[src/rtl/rnd_pkg.sv]
package rnd_pkg;
  typedef enum logic {
    DEST_FULL = 1'b0,
    DEST_FB   = 1'b1
  } dest_e;
endpackage

[src/rtl/rnd_tie_detect.sv]
module rnd_tie_detect #(
  parameter int LOW_W = 16
) (
  input  logic [LOW_W-1:0] low_i,
  output logic             tie_o
);
  localparam logic [LOW_W-1:0] HALF = {1'b1, {(LOW_W-1){1'b0}}};

  always_comb begin
    tie_o = (low_i == HALF);
  end
endmodule

[src/rtl/rnd_adder.sv]
module rnd_adder #(
  parameter int ACC_W = 40,
  parameter int LOW_W = 16
) (
  input  logic [ACC_W-1:0] acc_i,
  input  logic             rnd_en_i,
  input  logic             tie_i,
  input  logic             bias_i,
  output logic [ACC_W-1:0] sum_o
);
  localparam logic [ACC_W-1:0] INC =
    {{(ACC_W-LOW_W){1'b0}}, 1'b1, {(LOW_W-1){1'b0}}};

  logic [ACC_W-1:0] raw_sum;
  logic             clear_even;

  always_comb begin
    raw_sum    = acc_i + (rnd_en_i ? INC : '0);
    clear_even = rnd_en_i & tie_i & ~bias_i;
    sum_o      = raw_sum;
    if (clear_even) begin
      sum_o[LOW_W] = 1'b0;
    end
  end
endmodule

[src/rtl/rnd_dest_regs.sv]
module rnd_dest_regs #(
  parameter int TOP_W = 8,
  parameter int MID_W = 16,
  parameter int LOW_W = 16,
  localparam int ACC_W = TOP_W + MID_W + LOW_W
) (
  input  logic             clk,
  input  logic             rst_n,
  input  logic             load_full_i,
  input  logic             load_fb_i,
  input  logic [ACC_W-1:0] sum_i,
  output logic [ACC_W-1:0] full_o,
  output logic [MID_W-1:0] fb_o
);
  logic [ACC_W-1:0] full_q, full_nxt;
  logic [MID_W-1:0] fb_q, fb_nxt;

  always_comb begin
    full_nxt = full_q;
    fb_nxt   = fb_q;
    if (load_full_i) begin
      full_nxt = sum_i;
    end
    if (load_fb_i) begin
      fb_nxt = sum_i[LOW_W +: MID_W];
    end
  end

  always_ff @(posedge clk or negedge rst_n) begin
    if (!rst_n) begin
      full_q <= '0;
      fb_q   <= '0;
    end else begin
      full_q <= full_nxt;
      fb_q   <= fb_nxt;
    end
  end

  assign full_o = full_q;
  assign fb_o   = fb_q;
endmodule

[src/rtl/acc_round_stage.sv]
module acc_round_stage
  import rnd_pkg::*;
#(
  parameter int TOP_W = 8,
  parameter int MID_W = 16,
  parameter int LOW_W = 16
) (
  input  logic             clk,
  input  logic             rst_n,
  input  logic             in_valid,
  input  logic             rnd_en,
  input  logic             dest_sel,
  input  logic             bias_mode,
  input  logic [TOP_W-1:0] acc_top,
  input  logic [MID_W-1:0] acc_mid,
  input  logic [LOW_W-1:0] acc_low,
  output logic [TOP_W-1:0] res_top,
  output logic [MID_W-1:0] res_mid,
  output logic [LOW_W-1:0] res_low,
  output logic [MID_W-1:0] fb_out
);
  localparam int ACC_W = TOP_W + MID_W + LOW_W;

  logic [ACC_W-1:0] acc_word;
  logic [ACC_W-1:0] sum_word;
  logic [ACC_W-1:0] full_word;
  logic             tie_seen;
  logic             load_full;
  logic             load_fb;
  dest_e            dest;

  always_comb begin
    acc_word  = {acc_top, acc_mid, acc_low};
    dest      = dest_e'(dest_sel);
    load_full = in_valid & (dest == DEST_FULL);
    load_fb   = in_valid & (dest == DEST_FB);
  end

  rnd_tie_detect #(.LOW_W(LOW_W)) tie_i (
    .low_i (acc_low),
    .tie_o (tie_seen)
  );

  rnd_adder #(.ACC_W(ACC_W), .LOW_W(LOW_W)) add_i (
    .acc_i    (acc_word),
    .rnd_en_i (rnd_en),
    .tie_i    (tie_seen),
    .bias_i   (bias_mode),
    .sum_o    (sum_word)
  );

  rnd_dest_regs #(.TOP_W(TOP_W), .MID_W(MID_W), .LOW_W(LOW_W)) regs_i (
    .clk         (clk),
    .rst_n       (rst_n),
    .load_full_i (load_full),
    .load_fb_i   (load_fb),
    .sum_i       (sum_word),
    .full_o      (full_word),
    .fb_o        (fb_out)
  );

  assign res_top = full_word[LOW_W+MID_W +: TOP_W];
  assign res_mid = full_word[LOW_W +: MID_W];
  assign res_low = full_word[0 +: LOW_W];
endmodule

[config.mk]
export PLATFORM = sky130hd
export DESIGN_NAME = acc_round_stage
export DESIGN_NICKNAME = d
export VERILOG_FILES = /design/src/rtl/rnd_pkg.sv /design/src/rtl/rnd_tie_detect.sv /design/src/rtl/rnd_adder.sv /design/src/rtl/rnd_dest_regs.sv /design/src/rtl/acc_round_stage.sv
export SDC_FILE = /design/constraint.sdc
export NUM_CORES = 1
export LEC_CHECK = 0
export ABC_AREA = 1
export BUFFER_PORTS_ARGS = -buffer_cell sky130_fd_sc_hd__buf_2
export CORE_ASPECT_RATIO = 0.7
export CORE_MARGIN = 4
export CORE_UTILIZATION = 40
export CTS_CLUSTER_DIAMETER = 60
export DETAILED_ROUTE_END_ITERATION = 8
export PLACE_DENSITY = 0.77
export RECOVER_POWER = 25
export SETUP_SLACK_MARGIN = 0.4
export SLEW_MARGIN = 0
export SYNTH_ARGS = -nofsm -noshare
export SYNTH_HDL_FRONTEND = slang
export SYNTH_SLANG_ARGS = --single-unit
[constraint.sdc]
create_clock -name clk -period 1 [get_ports clk]
set_clock_uncertainty 0.15 [all_clocks]
set_input_delay 0.05 -clock clk [delete_from_list [all_inputs] [get_ports clk]]
set_output_delay 0.05 -clock clk [all_outputs]
set_load 0.03 [all_outputs]
# After elaboration in Yosys (flattened, before gate mapping)
# Cells that the tools add are included.
totals:
  regBits: 56
  output_inout_bits: 56
  elab_cells: 12
  input_bits: 46
classes:
  add_sub_neg: 1
  eq_ne: 1
  n_mux: 2
  n_bitwise: 6
ops:
  columns: ["cell", "n"]
  rows:
  - ["$add 40x40->40", 1]
  - ["$eq 16x16->1 const B", 1]
  - ["$mux 16", 1]
  - ["$and 1x1->1", 4]
  - ["$not 1->1", 2]
  - ["$mux 1", 1]

# Logic depth before layout (Yosys ltp)
# Gate-level depths: netlist of run 1.
depth:
  depth_word: 4
  mapped_depth: 10
  mapped_depth_nobuf: 10

# Cells and area by module
# From an unflattened synthesis of run 1, not the netlist that was laid out.
hier_totals:
  cells_unflattened: 412
  area_unflattened_um2: 3164.3
modules_own_cells:
  columns: ["mod", "area_each_um2", "instances", "cells_per_inst"]
  rows:
  - ["rnd_dest_regs", 2235.9, 1, 238]
  - ["rnd_adder", 798.3, 1, 140]
  - ["rnd_tie_detect", 112.6, 1, 30]
  - ["acc_round_stage", 17.5, 1, 4]

# Worst setup path after synthesis of run 1
# OpenSTA, ideal clock, no wires.
synth_timing:
  kind: "in2reg"
  start: "input port rnd_en"
  end: "register regs_i.fb_q[9], in the netlist regs_i.fb_o[9]"
  arrival_time_ns: 1.147
  t_required_ns: 0.731
  setup_slack_ns: -0.416
  path_stages: 9
  n_path_buf: 0
  path_cell_list: "ha_1 ha_1 nand2_1 nor2_4 nand2_4 nor2_4 or2_2 nand3_1 nand2_1"
synth_between:
  elab_chain_cells: 2
synth_lines:
  columns: ["item", "line_no", "source"]
  rows:
  - ["start: declaration", "acc_round_stage.sv:11", "input logic rnd_en,"]
  - ["$mux 16", "rnd_adder.sv:18", "raw_sum = acc_i + (rnd_en_i ? INC : '0);"]
  - ["$add 40x40->40", "rnd_adder.sv:18", null]
  - ["end signal: assignment", "rnd_dest_regs.sv:35", "fb_q <= fb_nxt;"]
  - ["end: declaration", "rnd_dest_regs.sv:16", "logic [MID_W-1:0] fb_q, fb_nxt;"]
# Every way passes these cells.
# A chain may end at the register's enable or synchronous reset.

# Worst setup path after layout of run 1
layout_timing:
  start: "input port acc_low[15]"
  end: "register regs_i.full_q[19], in the netlist regs_i.full_o[19]"
layout_between:
  elab_chain_cells: 1
layout_lines:
  columns: ["item", "line_no", "source"]
  rows:
  - ["start: declaration", "acc_round_stage.sv:16", "input logic [LOW_W-1:0] acc_low,"]
  - ["$add 40x40->40", "rnd_adder.sv:18", null]
  - ["end signal: assignment", "rnd_dest_regs.sv:34", "full_q <= full_nxt;"]
  - ["end: declaration", "rnd_dest_regs.sv:15", "logic [ACC_W-1:0] full_q, full_nxt;"]
# Every way passes these cells.

==> results of run 1 <==
==> state kept, by name (all words and copies together) (netlist names) <==
signal         count
regs_i.full_o     40
regs_i.fb_o       16
==> final cells by class <==
cell class / count / area [µm²]
Tap cell: 94 / 118
Clock buffer: 5 / 68.8
Multi-Input combinational cell: 261 / 1550
Inverter: 41 / 154
Fill cell: 544 / 2060
Sequential cell: 56 / 1470
Timing Repair Buffer: 154 / 1330
Clock inverter: 3 / 68.8
==> placed cells by master (no fill, tap or decap), drive strengths merged <==
| cell | count |
|---|---|
| buf | 153 |
| bufinv | 2 |
| clkbuf | 6 |
| clkinv | 1 |
| dfrtp | 56 |
| ha | 2 |
| inv | 41 |
| nand2 | 149 |
| nand3 | 31 |
| nand3b | 1 |
| nand4 | 5 |
| nor2 | 29 |
| nor3 | 1 |
| o21ai | 30 |
| o21bai | 2 |
| or2 | 2 |
| xnor2 | 5 |
| xor2 | 4 |
==> through the flow <==
stage                     TNS [ns]  utilization [%]  area, µm²
after detailed placement    -13.85             55.7       3800
after global placement      -12.72             55.7       3800
after CTS                    -5.44             68.0       4640
final                        -6.08             69.7       4750
after global routing         -9.06             69.7       4750
after floorplan              -2.95                -       2960
==> what timing repair did <==
item                                    CTS  global route
pin swaps                                22            15
endpoints found under the hold margin    86            83
resized for setup                       165            28
endpoints found under the setup margin  112           112
buffers inserted                         16             5
==> per-layer routing <==
layer,GRT usage (%),up-vias
met5,0,-
met4,3.91,0
met3,4.27,15
met2,33.7,127
met1,31.2,1419
li1,-,1436
==> critical path, cell delays in order <==
cell and delay (ns):
buf_8 0.10, ha_4 0.17, ha_4 0.17, nand2_4 0.06, nor2_4 0.05, buf_4 0.14
buf_4 0.12, buf_6 0.11, xnor2_4 0.15, o21ai_1 0.08
==> cells by family (layout without fill, tap and decap cells) <==
family,count (synthesis),in the layout,synth area share [%]
AO/OA/AOI/OAI,32,32,5.84
XOR/XNOR,9,9,2.79
adder cells (fa/ha/maj),2,2,0.885
buffers and inverters,51,203,7.08
flip-flops,56,56,49.6
AND/OR/NAND/NOR,218,218,33.8
==> how the worst min path moves through the flow <==
stage          startpoint                       endpoint  depth (start not counted)
3_5_place_dp        rst_n     regs_i.fb_o[9]$_DFFE_PN0P_                          2
5_1_grt             rst_n    regs_i.fb_o[10]$_DFFE_PN0P_                          2
2_1_floorplan       rst_n     regs_i.fb_o[0]$_DFFE_PN0P_                          0
6_report            rst_n  regs_i.full_o[31]$_DFFE_PN0P_                          2
3_3_place_gp        rst_n    regs_i.fb_o[15]$_DFFE_PN0P_                          2
4_1_cts             rst_n     regs_i.fb_o[9]$_DFFE_PN0P_                          2
==> power breakdown <==
| group | switching, mW | internal, mW | leakage (nW) |
|---|---|---|---|
| Clock | 0.796 | 1.01 | 0.0687 |
| Sequential | 0.245 | 2.61 | 0.628 |
| Combinational | 1.29 | 1.05 | 1.66 |
| Total | 2.33 | 4.67 | 2.36 |
==> run metrics, run 1 <==
post-synthesis net count=416; critical path peak fanout=3; Root Driver=clkbuf_8; Worst VDD drop=0.827 mV; failing checks=negative hold slack, negative setup slack; syn avg cell area=7.68 µm²; cell area after synthesis=2830 µm²; Leak=2.36 nW; WL met2=4420 µm; Synth top cells by count=nand2_1, dfrtp_1, inv_1; first-pass GRT wire length=14,500 µm; Synth top area share=49.6%; GR Overflow Total=0; synthesis-stage register bit count=56; crit share post-route=116%; Slew @ Worst Pin=0.768 ns; clk buf depth=2; largest net degree at the start of global routing=57; core region area=6820 µm²; register area share after synthesis=49.6%; fmax=863 MHz; Setup WS pre-CTS=-0.430 ns; final hold violation count=86; Worst R2R End=regs_i.full_o[19]$_DFFE_PN0P_; # IOs=102; Initial DRC Count=159; clock period minus worst slack=1.16 ns; via-per-instance ratio=4.88; drt pass-1 iters=4; most frequent cell after synthesis=nand2_1; R2R cell count=4; Placed Cells=585; post-route ant nets=0; worst hold slack=-0.258 ns; worst endpoint required time=1.05 ns; DRC Markers=0; Initial Utilization=41.5%; final non-filler cell total=614; Yosys top cell by area=dfrtp_1; most used flip-flop cell after synthesis=dfrtp_1; Worst EP arrival=1.21 ns; EDFF count, synth=0; routability-driven placement congestion ratio=0.884; Worst-path clk slew=0.11 ns; r2r setup slk=-0.03 ns; initial antenna violation count=0; Cell Pwr Density=1470 nW/µm²; Antenna Cells=0; full die area=8500 µm²; RSZ-0062 raised after global routing=yes; Critical Path Source Type=primary input; count of cell types in the netlist=24; status=finished with violations; routed wl met3=758 µm; Layout area overhead=68.1%; Critical Path Start=acc_low[15]; Synth area leaders=dfrtp_1, nand2_1, nand3_1; # rows=25; Synth async-reset ratio=100%; fraction of layout cells with a size suffix above 1=56.2%; met1 wire length=4140 µm; wire per inst=15.4 µm; crit path capture type=flip-flop; htree depth=2; crit path to=regs_i.full_o[19]$_DFFE_PN0P_; detailed-route via count=2,997; Max-slew headroom=48.8%; vias in the first global route=2,915; DIE WIDTH=108 µm; IO Port Bufs=101; Clock Latency Late Sink=0.31 ns; setup ws final=-0.158 ns; hpwl dp=6220 µm; Sink Count=56; uppermost layer routed=met4; Synthesis Warnings=0; CTS buffer count=5; Pins Over Slew Limit=0; launching point of the worst reg2reg path=regs_i.full_o[19]$_DFFE_PN0P_; die extent in y=78.3 µm; Max-Cap Viols=0; Final nets=567; Final setup viols=78; Routed WL=9470 µm; kind of critical path=primary input to flip-flop; Post-Synthesis Cells=368; gr usage total=21.5%; HP Class=primary input to asynchronous set/reset pin; Pwr Total=7.00 mW; CTS tree=built
(Power assumes the default switching activity.)
==> run 2, diff against run 1 <==
- SETUP_SLACK_MARGIN: 0.4 -> default
==> run metrics, run 2 (same netlist as run 1, synthesis figures left out) <==
hpwl dp=6160 µm (-0.92%); multi-input logic area=1420 µm² (-8.2%); initial antenna violation count=0 (unchanged); Final setup viols=76 (-2.6%); Worst EP arrival=0.92 ns (-0.29 ns); FF+latch area=1400 µm² (-4.7%); delay-heaviest family, CP=flip-flops; clk buf depth=2 (unchanged); worst hold start=acc_mid[5]; # rows=25 (unchanged); clock period minus worst slack=1.12 ns (-0.0412 ns); IO Port Bufs=101 (unchanged); Pwr Total=6.55 mW (-6.5%); RSZ-0062 raised after global routing=yes; fmax=895 MHz (+3.7%); routability-driven placement congestion ratio=0.901 (+1.9%); CTS buffer count=5 (unchanged); setup ws final=-0.117 ns (+0.0412 ns); CTS tree=built; detailed-route via count=3,049 (+1.7%); Sink Count=56 (unchanged); Worst-path clk slew=0.10 ns (about the same); most frequent cells in the layout=nand2_1, buf_6, buf_4, dfrtp_1, buf_2; Max-slew headroom=65.7% (+17 points); DIE WIDTH=108 µm (unchanged); Critical Path Source Type=flip-flop; worst endpoint required time=0.80 ns (-0.25 ns); Layout area overhead=69.6%; placed cell areas=3710 µm² (-2.3%); HP Class=primary input to flip-flop; first-pass GRT wire length=14,700 µm (+1.5%); launching point of the worst reg2reg path=regs_i.full_o[18]$_DFFE_PN0P_; # IOs=102 (unchanged); Final Cell Area=4790 µm² (+0.84%); worst hold slack=-0.0504 ns (+0.207 ns); largest net degree at the start of global routing=57 (unchanged); fillers=543 (-0.18%); end of the worst hold path=regs_i.full_o[21]$_DFFE_PN0P_; GR Overflow Total=0 (unchanged); Max-Cap Viols=0 (unchanged); Cell Pwr Density=1370 nW/µm² (-7.3%); setup tns final=-4.68 ns (+1.40 ns); core region area=6820 µm² (unchanged); Clock Latency Late Sink=0.32 ns (about the same); crit share post-route=112% (-4.1 points); wire per inst=14.3 µm (-7.1%); R2R cell count=4 (unchanged); failing checks=negative hold slack, negative setup slack; DRC Markers=0 (unchanged); Setup WS pre-CTS=-0.439 ns (-0.00878 ns); crit path capture type=output port; status=finished with violations; vias in the first global route=3,049 (+4.6%); htree depth=2 (unchanged); kind of critical path=flip-flop to output port; fraction of layout cells with a size suffix above 1=39.6% (-17 points); r2r setup slk=0 ns (+0.03 ns); Leak=2.51 nW (+6.2%); Final nets=600 (+5.8%); gr usage total=21.9% (+0.36 points); via-per-instance ratio=4.71 (-3.5%); hold path cells=3; Placed Cells=583 (-0.34%); final hold violation count=7 (-92%); most common cell after layout, fill and taps aside=nand2_1; Slew @ Worst Pin=0.515 ns (-0.253 ns); Worst VDD drop=0.883 mV (+6.8%); post-route ant nets=0 (unchanged); Initial DRC Count=175 (+10%); final core occ=70.3% (+0.59 points); Initial Utilization=41.5% (unchanged); Routed WL=9280 µm (-2.1%); Worst R2R End=regs_i.full_o[18]$_DFFE_PN0P_; max FFs per register=40 (unchanged); final non-filler cell total=647 (+5.4%); CP cell instances=buf_6; Critical Path Max Stage Delay=0.44 ns (+0.27 ns); full die area=8500 µm² (unchanged); Root Driver=clkbuf_8; die extent in y=78.3 µm (unchanged); drt pass-1 iters=5 (+1); Antenna Cells=0 (unchanged); Pins Over Slew Limit=0 (unchanged); slowest CP cell=dfrtp_1; CP Buf/Inv Count=1 (-3); critical path peak fanout=2 (-1)
## run 2: cell types whose count changed in the layout (fill, tap and decap cells not counted), moves of 6 or more
cell / delta
o21ai_0: +19
dfrtp_1: +55
o21ai_2: -6
dlygate4sd3_1: +24
nand2_2: -12
buf_6: -9
buf_4: +18
dfrtp_2: -55
o21ai_1: -13
nand2_1: +13
## run 2: power breakdown
group | total (mW) | switching (mW) | internal, mW
logic | 2.43 | 1.28 | 1.15
clock network | 1.32 | 0.760 | 0.565
registers | 2.79 | 0.240 | 2.55
total | 6.55 | 2.28 | 4.27
## run 2: final cells by class
cell class | count | share of cell area [%]
sequential | 56 | 29.2
multi-input combinational | 261 | 29.6
tap | 94 | 2.45
clock inverter | 1 | 0.157
inverter | 41 | 3.21
clock buffer | 7 | 1.80
timing repair buffer | 187 | 33.5
## run 2: tightest hold or removal path: stages
cell and delay [ns]:
buf_2 0.13, xor2_2 0.09, o21ai_1 0.11
## run 2: how the worst max path moves through the flow
stage	slack, ns	depth (start not counted)	to	from
final	-0.12	1	res_top[5]	regs_i.full_o[37]$_DFFE_PN0P_
after global routing	-0.17	9	regs_i.full_o[34]$_DFFE_PN0P_	acc_low[15]
after CTS	-0.11	1	res_top[5]	regs_i.full_o[37]$_DFFE_PN0P_
after detailed placement	-0.44	10	regs_i.full_o[27]$_DFFE_PN0P_	rnd_en
after global placement	-0.39	10	regs_i.fb_o[11]$_DFFE_PN0P_	rnd_en
after floorplan	-0.23	9	regs_i.fb_o[9]$_DFFE_PN0P_	rnd_en
## run 2: repair_timing
action,4_1_cts,5_1_grt
resized for setup,128,26
pin swaps,9,13
endpoints found under the setup margin,81,88
hold endpoints to repair,88,3
hold buffers,24,1
setup buffers,18,14
## run 2: metal layers
layer  wire [µm]  vias to the layer above  track usage, %
met5           0                        -               0
met4          70                        0            4.54
met3         753                       10            5.09
met2        4450                      108            36.5
met1        4010                     1421            29.1
li1            -                     1510               -
==> run 3, diff against run 2 <==
- CORE_MARGIN: 4 -> default
==> run metrics, run 3 (same netlist as run 1, synthesis figures left out) <==
status=finished with violations; failing checks=negative hold slack, negative setup slack; Final nets=601 (+0.17%); post-route ant nets=0 (unchanged); delay-heaviest family, CP=flip-flops; Worst VDD drop=0.823 mV (-6.9%); crit share post-route=113% (+1.0 points); placed cell areas=3720 µm² (+0.20%); Setup WS pre-CTS=-0.435 ns (+0.00331 ns); most common cell after layout, fill and taps aside=nand2_1; crit path to=res_mid[13]; busiest grt layer=met2; full die area=7420 µm² (-13%); critical path peak fanout=2 (unchanged); Critical Path Source Type=flip-flop; Critical Path Start=regs_i.full_o[29]$_DFFE_PN0P_; fillers=525 (-3.3%); detailed-route via count=3,060 (+0.36%); Levels on crit path=1 (unchanged); # rows=25 (unchanged); first-pass GRT wire length=14,500 µm (-1.1%); slowest CP cell=dfrtp_1; gr usage total=25.6% (+3.8 points); Antenna Cells=0 (unchanged); clk buf depth=2 (unchanged); CTS buffer count=5 (unchanged); initial antenna violation count=0 (unchanged); worst hold slack=-0.0322 ns (+0.0183 ns); Pins Over Slew Limit=0 (unchanged); Final setup viols=84 (+11%); r2r setup slk=-0.04 ns (-0.04 ns); max FFs per register=40 (unchanged); drt pass-1 iters=4 (-1); wire per inst=14.0 µm (-2.5%); Final Cell Area=4820 µm² (+0.47%); Clock Latency Late Sink=0.31 ns (about the same); IO Port Bufs=101 (unchanged); vias in the first global route=2,992 (-1.9%); launching point of the worst reg2reg path=regs_i.fb_o[8]$_DFFE_PN0P_; CP cell instances=buf_6; DRC Markers=0 (unchanged); setup tns final=-4.99 ns (-0.308 ns); Leak=2.50 nW (-0.15%); Root Driver=clkbuf_8; crit path capture type=output port; Routed WL=9060 µm (-2.4%); Critical Path Max Stage Delay=0.45 ns (about the same); htree depth=2 (unchanged); Slew @ Worst Pin=0.507 ns (-0.00775 ns); Max-slew headroom=66.2% (+0.52 points); Pwr Total=6.52 mW (-0.43%); most frequent cells in the layout=nand2_1, buf_6, buf_4, dfrtp_1, buf_2; CP Buf/Inv Count=1 (unchanged); Worst EP arrival=0.93 ns (about the same); met3 GRT Util=5.11% (+0.011 points); final core occ=71.0% (+0.66 points); Max-Cap Viols=0 (unchanged); HP Class=primary input to flip-flop; setup ws final=-0.127 ns (-0.0104 ns); via-per-instance ratio=4.72 (+0.21%); fraction of layout cells with a size suffix above 1=38.6% (-0.97 points); met2 Resource Use GR=41.5% (+5.0 points); Initial Utilization=41.7% (+0.19 points); die extent in y=72.3 µm (-7.7%); CTS tree=built; routability-driven placement congestion ratio=0.827 (-8.2%); Initial DRC Count=132 (-25%); final hold violation count=6 (-1); DIE WIDTH=102 µm (-5.5%); multi-input logic area=1420 µm² (unchanged); Layout area overhead=70.4%; GR Util met1=34.9% (+5.8 points); Sink Count=56 (unchanged); fmax=887 MHz (-0.92%); Worst-path clk slew=0.10 ns (about the same); FF+latch area=1400 µm² (unchanged); R2R cell count=4 (unchanged); hpwl dp=5790 µm (-6.0%); # IOs=102 (unchanged); worst endpoint required time=0.80 ns (about the same); largest net degree at the start of global routing=57 (unchanged); Cell Pwr Density=1350 nW/µm² (-0.89%); Worst R2R End=regs_i.fb_o[8]$_DFFE_PN0P_; RSZ-0062 raised after global routing=yes; clock period minus worst slack=1.13 ns (+0.0104 ns); GR Overflow Total=0 (unchanged); kind of critical path=flip-flop to output port; core region area=6790 µm² (-0.46%)
[run 3: worst min-delay path by stage]
stage / to / from / depth (start not counted)
final: regs_i.full_o[16]$_DFFE_PN0P_ / acc_mid[0] / 4
after global routing: regs_i.full_o[16]$_DFFE_PN0P_ / acc_mid[0] / 4
after CTS: regs_i.full_o[14]$_DFFE_PN0P_ / acc_low[14] / 3
after detailed placement: regs_i.fb_o[9]$_DFFE_PN0P_ / rst_n / 2
after global placement: regs_i.full_o[25]$_DFFE_PN0P_ / rst_n / 2
after floorplan: regs_i.fb_o[0]$_DFFE_PN0P_ / rst_n / 0
[run 3: worst min-delay path, delay by kind of cell]
kind / cells / cell delay, ns
fa+ha+maj: 1 / 0.12
buf+inv: 1 / 0.11
simple gates: 2 / 0.12
[run 3: cell type report]
| cell class | instances | share of cell area [%] |
|---|---|---|
| timing repair buffer | 188 | 33.8 |
| multi-input combinational | 261 | 29.5 |
| sequential | 56 | 29.1 |
| inverter | 41 | 3.25 |
| tap | 94 | 2.44 |
| clock buffer | 8 | 1.87 |
[run 3: power by group]
group          switching [mW]  internal (mW)  total, mW
Sequential              0.230           2.55       2.78
Combinational            1.28           1.15       2.43
Clock                   0.741          0.568       1.31
Total                    2.25           4.27       6.52
[run 3: routing by layer]
layer | up-vias | wire length (µm)
li1 | 1506 | -
met1 | 1421 | 3950
met2 | 118 | 4200
met3 | 15 | 739
met4 | 0 | 167
met5 | - | 0
[run 3: repair_timing]
item	4_1_cts	5_1_grt
pin swaps	15	14
endpoints found under the setup margin	78	91
endpoints found under the hold margin	87	2
gates resized for setup	128	26
setup buffers	18	14
hold buffers	24	1
[run 3: through the flow]
| stage | hold slack, ns | cells |
|---|---|---|
| 4_1_cts | -0.200 | 634 |
| 5_1_grt | -0.0160 | 648 |
| 2_1_floorplan | -0.396 | 368 |
| 3_3_place_gp | -0.0800 | 584 |
| 3_5_place_dp | -0.0775 | 584 |
| 6_report | -0.0322 | 648 |
